## src/rtl/dac_ctrl_pkg.sv

```systemverilog
package dac_ctrl_pkg;
  localparam int OPC_W = 4;

  typedef enum logic [OPC_W-1:0] {
    OP_NOP   = 4'd0,
    OP_WR    = 4'd1,
    OP_WRUP  = 4'd2,
    OP_WRALL = 4'd3,
    OP_LOAD  = 4'd4,
    OP_CLR   = 4'd5,
    OP_PWR   = 4'd6,
    OP_MODE  = 4'd7
  } op_e;
endpackage

```

## src/rtl/dac_sync.sv

```systemverilog
module dac_sync #(
  parameter int          STAGES = 2,
  parameter int          W      = 1,
  parameter logic [W-1:0] INIT  = '0
) (
  input  logic         clk,
  input  logic         rst_n,
  input  logic [W-1:0] d,
  output logic [W-1:0] q
);
  logic [STAGES-1:0][W-1:0] stg;

  always_ff @(posedge clk) begin
    if (!rst_n) begin
      for (int i = 0; i < STAGES; i++) stg[i] <= INIT;
    end else begin
      stg[0] <= d;
      for (int i = 1; i < STAGES; i++) stg[i] <= stg[i-1];
    end
  end

  assign q = stg[STAGES-1];
endmodule

```

## src/rtl/dac_frame_rx.sv

```systemverilog
module dac_frame_rx
  import dac_ctrl_pkg::*;
#(
  parameter int FRAME_W = 24,
  parameter int DATA_W  = 16
) (
  input  logic              clk,
  input  logic              rst_n,
  input  logic              cs_n_s,
  input  logic              sclk_s,
  input  logic              mosi_s,
  output logic              frame_valid,
  output logic [OPC_W-1:0]  frame_op,
  output logic [DATA_W-1:0] frame_data
);
  localparam int CNT_MAX = FRAME_W + 1;
  localparam int CNT_W   = $clog2(FRAME_W + 2);

  logic               cs_d, sclk_d;
  logic [CNT_W-1:0]   cnt;
  logic [FRAME_W-1:0] shreg;

  always_ff @(posedge clk) begin
    if (!rst_n) begin
      cs_d        <= 1'b1;
      sclk_d      <= 1'b0;
      cnt         <= '0;
      shreg       <= '0;
      frame_valid <= 1'b0;
    end else begin
      cs_d        <= cs_n_s;
      sclk_d      <= sclk_s;
      frame_valid <= 1'b0;
      if (cs_d && !cs_n_s) begin
        cnt <= '0;
      end else if (!cs_n_s && sclk_s && !sclk_d) begin
        shreg <= {shreg[FRAME_W-2:0], mosi_s};
        if (cnt != CNT_W'(CNT_MAX)) cnt <= cnt + 1'b1;
      end
      if (!cs_d && cs_n_s) frame_valid <= (cnt == CNT_W'(FRAME_W));
    end
  end

  assign frame_op   = shreg[FRAME_W-1 -: OPC_W];
  assign frame_data = shreg[DATA_W-1:0];

  assert_frame_pulse_R1: assert property (@(posedge clk) disable iff (!rst_n)
    frame_valid |=> !frame_valid);
  assert_count_sat_R1: assert property (@(posedge clk) disable iff (!rst_n)
    cnt <= CNT_W'(CNT_MAX));
endmodule

```

## src/rtl/dac_reg_bank.sv

```systemverilog
module dac_reg_bank
  import dac_ctrl_pkg::*;
#(
  parameter int DATA_W = 16
) (
  input  logic              clk,
  input  logic              rst_n,
  input  logic              frame_valid,
  input  logic [OPC_W-1:0]  frame_op,
  input  logic [DATA_W-1:0] frame_data,
  input  logic              load_n_s,
  input  logic              clear_n_s,
  input  logic              mid_sel,
  output logic [DATA_W-1:0] dac_code,
  output logic              amp_en,
  output logic              out_hiz,
  output logic              out_gnd
);
  localparam logic [DATA_W-1:0] MID_CODE = DATA_W'(1) << (DATA_W - 1);

  logic [DATA_W-1:0] pre_q, act_q, pre_n, act_n, clr_val;
  logic              wb_q, pd_q, gnd_q, wb_n, pd_n, gnd_n;
  op_e               op;

  assign op      = op_e'(frame_op);
  assign clr_val = mid_sel ? MID_CODE : '0;

  always_comb begin
    pre_n = pre_q;
    act_n = act_q;
    wb_n  = wb_q;
    pd_n  = pd_q;
    gnd_n = gnd_q;
    if (!load_n_s) act_n = pre_q;
    if (frame_valid) begin
      case (op)
        OP_WR:            if (wb_q) pre_n = frame_data; else act_n = frame_data;
        OP_WRUP, OP_WRALL: act_n = frame_data;
        OP_LOAD:          act_n = pre_q;
        OP_CLR:           act_n = clr_val;
        OP_PWR: begin
          pd_n  = frame_data[0];
          gnd_n = frame_data[1];
        end
        OP_MODE:          wb_n = frame_data[0];
        default: ;
      endcase
    end
  end

  always_ff @(posedge clk) begin
    if (!rst_n) begin
      pre_q <= clr_val;
      act_q <= clr_val;
      wb_q  <= 1'b0;
      pd_q  <= 1'b0;
      gnd_q <= 1'b0;
    end else begin
      pre_q <= pre_n;
      act_q <= act_n;
      wb_q  <= wb_n;
      pd_q  <= pd_n;
      gnd_q <= gnd_n;
    end
  end

  assign dac_code = clear_n_s ? act_q : clr_val;
  assign amp_en   = !pd_q;
  assign out_hiz  = pd_q & !gnd_q;
  assign out_gnd  = pd_q & gnd_q;

  assert_act_hold_R6: assert property (@(posedge clk) disable iff (!rst_n)
    (!frame_valid && load_n_s) |=> $stable(act_q));
  assert_write_block_R3: assert property (@(posedge clk) disable iff (!rst_n)
    (frame_valid && op == OP_WR && wb_q && load_n_s) |=> $stable(act_q));
  assert_update_R4: assert property (@(posedge clk) disable iff (!rst_n)
    (frame_valid && (op == OP_WRUP || op == OP_WRALL)) |=> act_q == $past(frame_data));
  assert_sw_clear_R8: assert property (@(posedge clk) disable iff (!rst_n)
    (frame_valid && op == OP_CLR) |=> act_q == ($past(mid_sel) ? MID_CODE : '0));
  assert_pd_cmd_R9: assert property (@(posedge clk) disable iff (!rst_n)
    (frame_valid && op == OP_PWR) |=> amp_en == !$past(frame_data[0]));
  assert_out_state_R9: assert property (@(posedge clk) disable iff (!rst_n)
    $countones({amp_en, out_hiz, out_gnd}) == 1);
endmodule

```

## src/rtl/dac_reg_ctrl.sv

```systemverilog
module dac_reg_ctrl
  import dac_ctrl_pkg::*;
#(
  parameter int DATA_W      = 16,
  parameter int FRAME_W     = 24,
  parameter int SYNC_STAGES = 2
) (
  input  logic              clk,
  input  logic              rst_n,
  input  logic              spi_cs_n,
  input  logic              spi_sclk,
  input  logic              spi_mosi,
  input  logic              load_n,
  input  logic              clear_n,
  input  logic              mid_sel,
  output logic [DATA_W-1:0] dac_code,
  output logic              amp_en,
  output logic              out_hiz,
  output logic              out_gnd
);
  localparam int NPIN = 5;
  localparam logic [NPIN-1:0] PIN_IDLE = 5'b10011;

  logic [NPIN-1:0]   pins_s;
  logic              fv;
  logic [OPC_W-1:0]  f_op;
  logic [DATA_W-1:0] f_data;

  dac_sync #(.STAGES(SYNC_STAGES), .W(NPIN), .INIT(PIN_IDLE)) u_sync (
    .clk   (clk),
    .rst_n (rst_n),
    .d     ({spi_cs_n, spi_sclk, spi_mosi, load_n, clear_n}),
    .q     (pins_s)
  );

  dac_frame_rx #(.FRAME_W(FRAME_W), .DATA_W(DATA_W)) u_rx (
    .clk         (clk),
    .rst_n       (rst_n),
    .cs_n_s      (pins_s[4]),
    .sclk_s      (pins_s[3]),
    .mosi_s      (pins_s[2]),
    .frame_valid (fv),
    .frame_op    (f_op),
    .frame_data  (f_data)
  );

  dac_reg_bank #(.DATA_W(DATA_W)) u_regs (
    .clk         (clk),
    .rst_n       (rst_n),
    .frame_valid (fv),
    .frame_op    (f_op),
    .frame_data  (f_data),
    .load_n_s    (pins_s[1]),
    .clear_n_s   (pins_s[0]),
    .mid_sel     (mid_sel),
    .dac_code    (dac_code),
    .amp_en      (amp_en),
    .out_hiz     (out_hiz),
    .out_gnd     (out_gnd)
  );
endmodule

```

## config.mk

```make
export PLATFORM = sky130hd
export DESIGN_NAME = dac_reg_ctrl
export DESIGN_NICKNAME = d
export VERILOG_FILES = /design/src/rtl/dac_ctrl_pkg.sv /design/src/rtl/dac_sync.sv /design/src/rtl/dac_frame_rx.sv /design/src/rtl/dac_reg_bank.sv /design/src/rtl/dac_reg_ctrl.sv
export SDC_FILE = /design/constraint.sdc
export NUM_CORES = 1
export LEC_CHECK = 0
export CORE_AREA = 5 5 98 100
export DETAILED_ROUTE_END_ITERATION = 12
export DIE_AREA = 0 0 103 105
export DONT_BUFFER_PORTS = 1
export GPL_ROUTABILITY_DRIVEN = 0
export SETUP_SLACK_MARGIN = 0.5
export SLEW_MARGIN = 10
export SYNTH_ARGS = -nofsm -noshare
export SYNTH_HDL_FRONTEND = slang
export SYNTH_SLANG_ARGS = --single-unit
export TNS_END_PERCENT = 5
```

## constraint.sdc

```tcl
create_clock -name clk -period 1.3 [get_ports clk]
set_input_delay 0.13 -clock clk [delete_from_list [all_inputs] [get_ports clk]]
set_output_delay 0.13 -clock clk [all_outputs]
set_load 0.03 [all_outputs]
```

Yosys cells after proc, flatten, opt, wreduce, memory -nomap -nowiden
Cells that the tools add are included.
{"block": "word_totals", "register_bits": 77, "latch_bits": 0, "ram_bits": 0, "romBits": 0, "in_bits": 8, "elab_cells": 57, "n_memories": 0}
{"block": "classes", "addsub": 1, "n_mul": 0, "div_mod_pow": 0, "n_lt_le_gt_ge": 0, "n_eq_ne": 12, "n_shift": 0, "muxes": 11, "bitwise": 4, "reduce_logical": 17}
{"operator": "2-to-1 mux 16 bit", "count": 10}
{"operator": "one-hot mux 16 bit (4 select lines)", "count": 1}
{"operator": "== test 4 x 3 -> 1 bit, second input constant", "count": 4}
{"operator": "AND reduction 2 bit", "count": 5}
{"operator": "== test 4 x 2 -> 1 bit, second input constant", "count": 2}
{"operator": "!= test 2 x 1 -> 1 bit, second input constant", "count": 3}
{"operator": "adder 5 x 1 -> 5 bit, second input constant", "count": 1}
{"operator": "== test 5 bit, second input constant", "count": 1}
{"operator": "logical NOT 1 bit", "count": 5}
{"operator": "!= test 5 bit, second input constant", "count": 1}
{"operator": "== test 4 x 1 -> 1 bit, second input constant", "count": 1}
{"operator": "logical AND 1 bit", "count": 4}
{"operator": "OR reduction 2 bit", "count": 2}
{"operator": "AND reduction 3 bit", "count": 1}
{"operator": "AND 1 bit", "count": 2}
{"operator": "NOT 1 bit", "count": 2}

Longest topological paths before layout
Gate-level depths: netlist of the first run.
{"block": "logic_depth", "depth_word": 5, "depth_mapped": 6}

By module
Synthesis of the first run repeated with hierarchy kept, for this count alone.
{"block": "hier_totals", "hier_cells": 348, "hier_area_um2": 3606.0}
{"mod": "dac_reg_bank", "n_inst": 1, "cells_per_inst": 155, "area_per_inst_um2": 1833.0, "seq_area_each_um2": 860.8}
{"mod": "dac_frame_rx", "n_inst": 1, "cells_per_inst": 168, "area_per_inst_um2": 1472.7, "seq_area_each_um2": 640.6}
{"mod": "dac_sync", "n_inst": 1, "cells_per_inst": 25, "area_per_inst_um2": 300.3, "seq_area_each_um2": 200.2}

Least setup slack after synthesis of the first run
OpenSTA, ideal clock, no wires.
{"block": "synth_path", "path_type": "register to register", "from": "register u_rx.shreg[23]", "to": "register u_regs.pre_q[0] (enable)", "setup_time_ps": 372, "arrival_ps": 1016, "t_required_ps": 928, "setup_slack_ps": -88, "path_stages_with_launch": 4, "n_path_buf": 0, "synth_period_minus_slack_ps": 1388, "path_cell_list": "dfxtp_1 -> nor2b_2 -> nand4_1 -> nand2_1"}
{"block": "synth_via", "elab_chain_cells": 3}
{"item": "start: declaration", "line_no": "dac_frame_rx.sv:21", "rtl": "logic [FRAME_W-1:0] shreg;"}
{"item": "start signal: assignment", "line_no": "dac_frame_rx.sv:37", "rtl": "shreg <= {shreg[FRAME_W-2:0], mosi_s};"}
{"item": "== test 4 x 1 -> 1 bit", "line_no": "dac_reg_bank.sv:36", "rtl": "case (op)"}
{"item": "!= test 2 x 1 -> 1 bit (no source line)"}
{"item": "AND reduction 3 bit (no source line)"}
{"item": "end signal: assignment", "line_no": "dac_reg_bank.sv:53", "rtl": "pre_q <= clr_val;"}
{"item": "end signal: assignment", "line_no": "dac_reg_bank.sv:59", "rtl": "pre_q <= pre_n;"}
{"item": "end: declaration", "line_no": "dac_reg_bank.sv:21", "rtl": "logic [DATA_W-1:0] pre_q, act_q, pre_n, act_n, clr_val;"}
No other way between the ends.
A chain may end at the register's enable or synchronous reset.

Worst setup path after layout of the first run
{"block": "layout_path", "from": "register u_rx.shreg[20]", "to": "register u_regs.act_q[10]"}
{"block": "layout_via", "elab_chain_cells": 5}
{"item": "== test 4 x 2 -> 1 bit", "line_no": "dac_reg_bank.sv:36"}
{"item": "OR reduction 2 bit", "line_no": "dac_reg_bank.sv:36"}
{"item": "one-hot mux 16 bit (4 select lines) (*)", "line_no": "dac_reg_bank.sv:36"}
{"item": "2-to-1 mux 16 bit (*)", "line_no": "dac_reg_bank.sv:35", "rtl": "if (frame_valid) begin"}
{"item": "2-to-1 mux 16 bit (*)", "line_no": "dac_reg_bank.sv:52", "rtl": "if (!rst_n) begin"}
{"item": "end signal: assignment", "line_no": "dac_reg_bank.sv:54", "rtl": "act_q <= clr_val;"}
{"item": "end signal: assignment", "line_no": "dac_reg_bank.sv:60", "rtl": "act_q <= act_n;"}
{"item": "end: declaration", "line_no": "dac_reg_bank.sv:21"}
Every way passes the cells marked *; elsewhere a longest branch is shown, timed or not.

==> results by group, run 1 <==
Clock network
  – TritonCTS Buffers: 9
  – CTS root buf: clkbuf_8
  – H-tree levels: 3
  – Max clock buf depth: 2
  – Postcts setup bufs: 0
  – CTS tree: done
  – CTS hold repair buffers: 6
  – Clock transition at the registers of the reported paths: 80 ps
  – Sink Count: 77
  – Clk Latency, worst-skew pair: around 340 ps

Yosys
  – Synth unique cells: 38
  – Cell Area, Synth: 0.00334 mm^2
  – Synthesized instance count: 320
  – Synth Warn #: 0
  – Seq/Total Area, Yosys: 0.510
  – Syn Nets: ~330
  – Syn_area_per_cell: 10.4 um^2
  – Yosys reg bits: 77

Global route
  – Total congestion overflow: 0
  – Initial antenna violation count: 0
  – GRT Resource Usage Total: 0.130
  – Global-route wire length before repair: 11200 um
  – Largest net degree at the start of global routing: 63
  – Vias in the first global route: 2282

Floorplan
  – Core Rows: 34
  – Core area: ~0.0086 mm^2
  – DIE AREA: 0.0108 mm^2
  – Die X: slightly above 100 um
  – Starting Density: 0.388
  – Io pins: 27
  – Die Ht: 105 um

Timing
  – Slew Limit Fails: 0
  – Fin Hold WS: -143 ps
  – Relative slew slack: 0.779
  – RSZ-0062 raised after global routing: yes
  – Fmax: 0.803 GHz
  – Final worst-path cycle share: 0.958
  – Final Setup Violations: 0
  – Slew @ Worst Pin: 327 ps
  – Minimum clock period: 1250 ps
  – Hold Vio Cnt, Final: 37
  – Layout Skew: 8.50 ps

Finish
  – # diodes: 0
  – Fin nets: 347
  – Layout cell share with drive strength beyond 1: 0.323
  – Synthesis-to-finish area growth: 21.1%
  – Core Util, Final: 0.470
  – Post-layout instance count excluding filler cells: ~450
  – Design Area, Final: a little over 0.004 mm^2

Drt
  – Initial drt markers: 94
  – Drt total wl: 6550 um
  – First-pass detailed-route iteration total: 4
  – Via count: 2263
  – DR vias/cell: between 5 and 6
  – Detail Route Antenna Nets: 0
  – WL per Instance: ~15 um
  – DRC: 0

Placement
  – Dpl hpwl: 4030 um
  – Dpl cell area: 0.00359 mm^2
  – Input/output buffers: 0
  – Placed insts: 425

Power and ir drop
  – Worst vdd ir: 0.716 mV
  – Lkg Pwr: 1.44 nW
  – Pwr per Cell Area: 1160 mW/mm^2

Setup path
  – CP Capture Type: flop
  – CP startpoint kind: flop
  – Critical Path RT: 1530 ps
  – CP Class: flop to flop
  – Critical Path AT: 1470 ps
  – CP Max Fanout: 16

Run status
  – Failing checks: negative hold slack
  – Status: complete, but fails checks

Run
  – Max Cap Violations: 0

Worst hold path
  – Worst hold-check path type: input pin to flop
==> power by group <==
part | leakage [nW] | switching (mW) | internal, mW
registers | 0.666 | 0.0287 | 2.47
clock network | 0.111 | 0.907 | 1.10
logic | 0.665 | 0.0906 | 0.0993
==> worst max-delay path: stages, from the launching register on <==
cell and delay, ps:
dfxtp_4 370, nor2b_4 130, o21a_4 310, a22oi_1 220
o22ai_1 100
==> metrics by stage <==
stage | power, mW | worst slack (ps) | hold slack [ps] | setup TNS, ps
after global routing | 4.87 | -48.8 | -162 | -572
after global placement | 2.72 | -8.39 | 209 | -8.39
final | 4.70 | 54.4 | -143 | 0
after detailed placement | 2.73 | -53.4 | 211 | -151
after floorplan | 2.70 | 54.3 | 231 | 0
after CTS | 4.77 | 49.6 | -170 | 0
==> repair_timing <==
item	in CTS	in global routing
endpoints found under the setup margin	84	85
endpoints found under the hold margin	57	45
gates resized for setup	50	27
pin swaps	3	8
cloned	2	0
==> path summary, 6_finish.rpt <==
kind                                                    end  cells after the start                   startpoint  slack, ps
worst max-delay path            u_regs.act_q[10]$_SDFF_PN0_                      4  u_rx.shreg[20]$_SDFFE_PN0P_         50
worst min-delay path                 u_sync.q[0]$_SDFF_PN1_                      1                        rst_n       -140
worst max register to register  u_regs.act_q[10]$_SDFF_PN0_                      4  u_rx.shreg[20]$_SDFFE_PN0P_         50
worst min register to register       u_sync.q[4]$_SDFF_PN1_                      1     u_sync.stg[4]$_SDFF_PN1_        410
==> logic make-up (layout without fill, tap and decap cells) <==
| logic type | Yosys count | after routing | share of synthesized area |
|---|---|---|---|
| xor gates and xnor gates | 3 | 3 | 0.00787 |
| muxes | 22 | 22 | 0.0663 |
| adders and majority gates | 3 | 3 | 0.0112 |
| DFF | 77 | 77 | 0.510 |
| AOI/OAI and AO/OA | 60 | 60 | 0.147 |
| buffers and inverters | 25 | 45 | 0.0476 |
| and+or+nand+nor | 130 | 131 | 0.210 |
==> synth_stat cells <==
cell	instances	area, um^2
inv_1	4	15.0
and2_1	37	231
nor3_1	2	10.0
ha_1	3	37.5
nor2_1	7	26.3
buf_2	4	20.0
a21oi_1	2	10.0
nor2b_1	4	25.0
nor4b_4	1	23.8
a21boi_1	3	22.5
nor2b_2	1	8.76
o22ai_1	15	93.8
dfxtp_1	61	1220
mux2i_1	21	210
nand2_1	58	218
nand4_2	1	12.5
buf_6	4	45.0
xor2_1	2	17.5
nor3b_4	1	18.8
mux2_2	1	11.3
nand2b_1	8	50.1
o21ai_2	1	8.76
or3_1	1	6.26
buf_8	2	30.0
nand4b_1	2	17.5
a22oi_1	15	113
a21boi_0	4	30.0
nor3b_2	1	12.5
edfxtp_1	16	480
o21ai_0	1	5.00
o21a_2	1	8.76
xnor2_1	1	8.76
nor4b_1	1	8.76
nand4_1	5	31.3
a21boi_2	17	191
buf_4	2	15.0
clkbuf_1	9	33.8
o221ai_1	1	8.76
==> registers in the layout, summed over array words and instances, names as in the netlist <==
| name | count |
|---|---|
| u_regs.act_q | 16 |
| u_regs.gnd_q | 1 |
| u_regs.pd_q | 1 |
| u_regs.pre_q | 16 |
| u_regs.wb_q | 1 |
| u_rx.cnt | 5 |
| u_rx.cs_d | 1 |
| u_rx.frame_valid | 1 |
| u_rx.sclk_d | 1 |
| u_rx.shreg | 24 |
| u_sync.q | 5 |
| u_sync.stg | 5 |
==> area by class of cell <==
type | instances | area, um^2
repair buffers | 25 | 273
multi-input cells | 219 | 1660
clock buffers | 10 | 128
inverters | 4 | 22.5
clock inverters | 6 | 95.1
flip-flops and latches | 77 | 1730
well taps | 108 | 135
fillers | 795 | 4550
==> layout by cell type, fill, tap and decap left out, types with 3 or more instances in the layout <==
cell type       n
a21boi_1        5
a21boi_2       17
a22oi_1         5
a22oi_2        10
and2_1         20
and2_4         17
buf_4           8
buf_6           6
buf_8           3
clkbuf_8        9
dfxtp_1        49
dfxtp_2         6
dfxtp_4         6
dlygate4sd3_1   6
edfxtp_1       16
ha_1            3
mux2i_1        21
nand2_1        55
nand2b_1        8
nand4_1         5
nor2_1          6
nor2b_1         3
o22ai_1        15
==> routing by layer <==
metal,vias to the layer above,global-route usage,part of all wire
li1,1144,-,-
met1,1082,0.167,0.46
met2,33,0.213,0.49
met3,4,0.0340,0.053
met4,0,0.0389,0.0061
met5,-,0,0
No activity file was read; power rests on OpenSTA's default activity.
==> inputs of run 2 (changes only) <==
Settings changed: PLACE_DENSITY set to 0.66.
==> run 2 against run 1 <==
Against the previous run: the run still ends with negative hold slack left; clock-buffer cell count shrank 1; register-to-register slack about the same; non-clock buffer count up 6; utilization up 1.2 points; sequential power barely moved; worst hold slack improved by 6.9 ps.
==> results by group, run 2 (synthesis results as in run 1) <==
Floorplan
  – Die X: 103 um (unchanged)
  – Starting Density: 0.388 (unchanged)
  – DIE AREA: 0.0108 mm^2 (unchanged)
  – Io pins: 27 (unchanged)
  – Core Rows: 34 (unchanged)
  – Core area: 0.00859 mm^2 (unchanged)
  – Die Ht: 105 um (unchanged)

Timing
  – RSZ-0062 raised after global routing: yes (unchanged)
  – Relative slew slack: 0.811 (was 0.779)
  – Final Setup Violations: 0 (unchanged)
  – Hold Vio Cnt, Final: 36 (was 37)
  – Slew @ Worst Pin: 282 ps (was 327 ps)
  – Final worst-path cycle share: 0.957 (was 0.958)
  – Minimum clock period: 1240 ps (was 1250 ps)
  – Layout Skew: 8.32 ps (was 8.50 ps)
  – Fin Hold WS: -136 ps (was -143 ps)
  – Fmax: 0.804 GHz (was 0.803 GHz)
  – Slew Limit Fails: 0 (unchanged)

Drt
  – WL per Instance: 15.0 um (was 14.6 um)
  – Drt total wl: 6800 um (was 6550 um)
  – Via count: 2308 (was 2263)
  – First-pass detailed-route iteration total: 4 (unchanged)
  – Detail Route Antenna Nets: 0 (unchanged)
  – DR vias/cell: 5.07 (was 5.04)
  – Initial drt markers: 164 (was 94)
  – DRC: 0 (unchanged)

Worst hold path
  – Hold path depth: 1 (unchanged)
  – Worst min-delay path endpoint: u_sync.q[4]$_SDFF_PN1_ (was u_sync.q[0]$_SDFF_PN1_)
  – Min-Delay Startpoint: rst_n (unchanged)
  – Worst hold-check path type: input pin to flop (unchanged)

Setup path
  – End of the worst register-to-register path: u_rx.shreg[15]$_SDFFE_PN0P_ (was u_regs.act_q[10]$_SDFF_PN0_)
  – CP startpoint kind: flop (unchanged)
  – R2R Path Start: u_sync.q[4]$_SDFF_PN1_ (was u_rx.shreg[20]$_SDFFE_PN0P_)
  – R2R depth: 5 (was 4)
  – Critical Path RT: 1580 ps (was 1530 ps)
  – CP Class: flop to flop (unchanged)
  – CP Max Fanout: 12 (was 16)
  – Flop2flop setup slack: 60 ps (was 50 ps)
  – Critical Path AT: 1530 ps (was 1470 ps)
  – CP Capture Type: flop (unchanged)

Finish
  – Largest registers: u_rx.shreg (24), u_regs.act_q (16), u_regs.pre_q (16) (unchanged)
  – Synthesis-to-finish area growth: 24.1% (was 21.1%)
  – Highest-count cells in the layout ignoring fill and taps: 53 x dfxtp_1, 52 x nand2_1, 21 x mux2i_1 (was 55 x nand2_1, 49 x dfxtp_1, 21 x mux2i_1)
  – Biggest register: u_rx.shreg (unchanged)
  – Largest register FFs: 24 (unchanged)
  – Design Area, Final: 0.00414 mm^2 (was 0.00404 mm^2)
  – Commonest non-fill, non-tap cell in the layout: dfxtp_1 (was nand2_1)
  – Fin nets: 353 (was 347)
  – Layout cell share with drive strength beyond 1: 0.334 (was 0.323)
  – # diodes: 0 (unchanged)

Global route
  – Initial antenna violation count: 0 (unchanged)
  – Global-route wire length before repair: 11200 um (about the same)
  – GRT Resource Usage Total: 0.130 (about the same)
  – Total congestion overflow: 0 (unchanged)
  – Largest net degree at the start of global routing: 63 (unchanged)
  – Vias in the first global route: 2333 (was 2282)

Power and ir drop
  – Switch share: 0.220 (was 0.218)
  – Lkg Pwr: 1.53 nW (was 1.44 nW)
  – Sequential share of power: 0.533 (was 0.532)
  – Pwr per Cell Area: 1130 mW/mm^2 (was 1160 mW/mm^2)
  – Combinational power share: 0.042 (was 0.040)
  – Worst vdd ir: 0.711 mV (was 0.716 mV)
  – Clock power share: 0.426 (was 0.428)
  – Total chip power: 4.70 mW (about the same)
  – Net switching power: 1.04 mW (was 1.03 mW)
  – P_int: 3.67 mW (about the same)

Clock network
  – CTS hold repair buffers: 6 (unchanged)
  – TritonCTS Buffers: 9 (unchanged)
  – Sink Count: 77 (unchanged)
  – Clk Latency, worst-skew pair: 350 ps (was 340 ps)
  – H-tree levels: 3 (unchanged)
  – CTS root buf: clkbuf_8 (unchanged)
  – CTS tree: done (unchanged)
  – Clock transition at the registers of the reported paths: 80 ps (about the same)
  – Max clock buf depth: 2 (unchanged)

Run status
  – Failing checks: negative hold slack (unchanged)
  – Status: complete, but fails checks (unchanged)

Run
  – Max Cap Violations: 0 (unchanged)

Placement
  – Dpl hpwl: 3990 um (was 4030 um)
  – Input/output buffers: 0 (unchanged)
  – Dpl cell area: 0.00360 mm^2 (was 0.00359 mm^2)
run 2: power by group through the flow:
stage          Clock, mW  Sequential (mW)  Combinational, mW
2_1_floorplan          0             2.55              0.146
3_3_place_gp           0             2.56              0.157
3_5_place_dp           0             2.56              0.160
4_1_cts             2.05             2.51              0.192
5_1_grt             2.16             2.51              0.210
6_report            2.00             2.51              0.195
run 2: layout make-up:
type | count | area, um^2
clock inverter | 7 | 98.8
inverter | 4 | 17.5
clock buffer | 9 | 124
fill | 800 | 4450
timing repair buffer | 31 | 367
multi-input combinational | 219 | 1680
sequential | 77 | 1720
tap | 108 | 135
run 2: worst max path at each step:
| stage | start | end | slack [ps] | cells after the start |
|---|---|---|---|---|
| floorplan | u_rx.shreg[20]$_SDFFE_PN0P_ | u_regs.act_q[0]$_SDFF_PN0_ | 50 | 6 |
| global placement | u_rx.shreg[21]$_SDFFE_PN0P_ | u_regs.act_q[15]$_DFF_P_ | -0.6 | 4 |
| detailed placement | u_rx.shreg[21]$_SDFFE_PN0P_ | u_regs.act_q[15]$_DFF_P_ | -40 | 4 |
| CTS | u_sync.q[0]$_SDFF_PN1_ | dac_code[14] | 40 | 2 |
| global route | u_rx.shreg[20]$_SDFFE_PN0P_ | u_regs.act_q[13]$_SDFF_PN0_ | -30 | 4 |
| finish | u_sync.q[4]$_SDFF_PN1_ | u_rx.shreg[15]$_SDFFE_PN0P_ | 60 | 5 |
run 2: what timing repair did:
| item | CTS | global route |
|---|---|---|
| pin swaps | 10 | 19 |
| setup endpoints to repair | 84 | 84 |
| resized for setup | 45 | 28 |
| endpoints found under the hold margin | 56 | 57 |
| setup buffers | 4 | 0 |
| cloned | 2 | 2 |
run 2: critical path, stage by stage, from the launching register on:
cell       delay [ps]
dfxtp_4           370
nor3b_4           200
and2_4            240
clkbuf_16         180
nand2_1            70
a21boi_2          120
run 2: layer usage:
metal / wire, um / GRT usage
met5: 0 / 0
met4: 139 / 0.0564
met3: 269 / 0.0280
met2: 3320 / 0.205
met1: 3070 / 0.171
run 2: through the flow:
step / setup WS [ps] / std cells / util / hold WS [ps] / setup TNS [ps]
2_1_floorplan: 54.3 / 320 / - / 231 / 0
3_3_place_gp: -0.609 / 425 / 0.419 / 210 / -0.609
3_5_place_dp: -39.5 / 425 / 0.419 / 219 / -40.0
4_1_cts: 44.0 / 453 / 0.467 / -153 / 0
5_1_grt: -31.0 / 455 / 0.482 / -153 / -88.7
6_report: 56.4 / 455 / 0.482 / -136 / 0
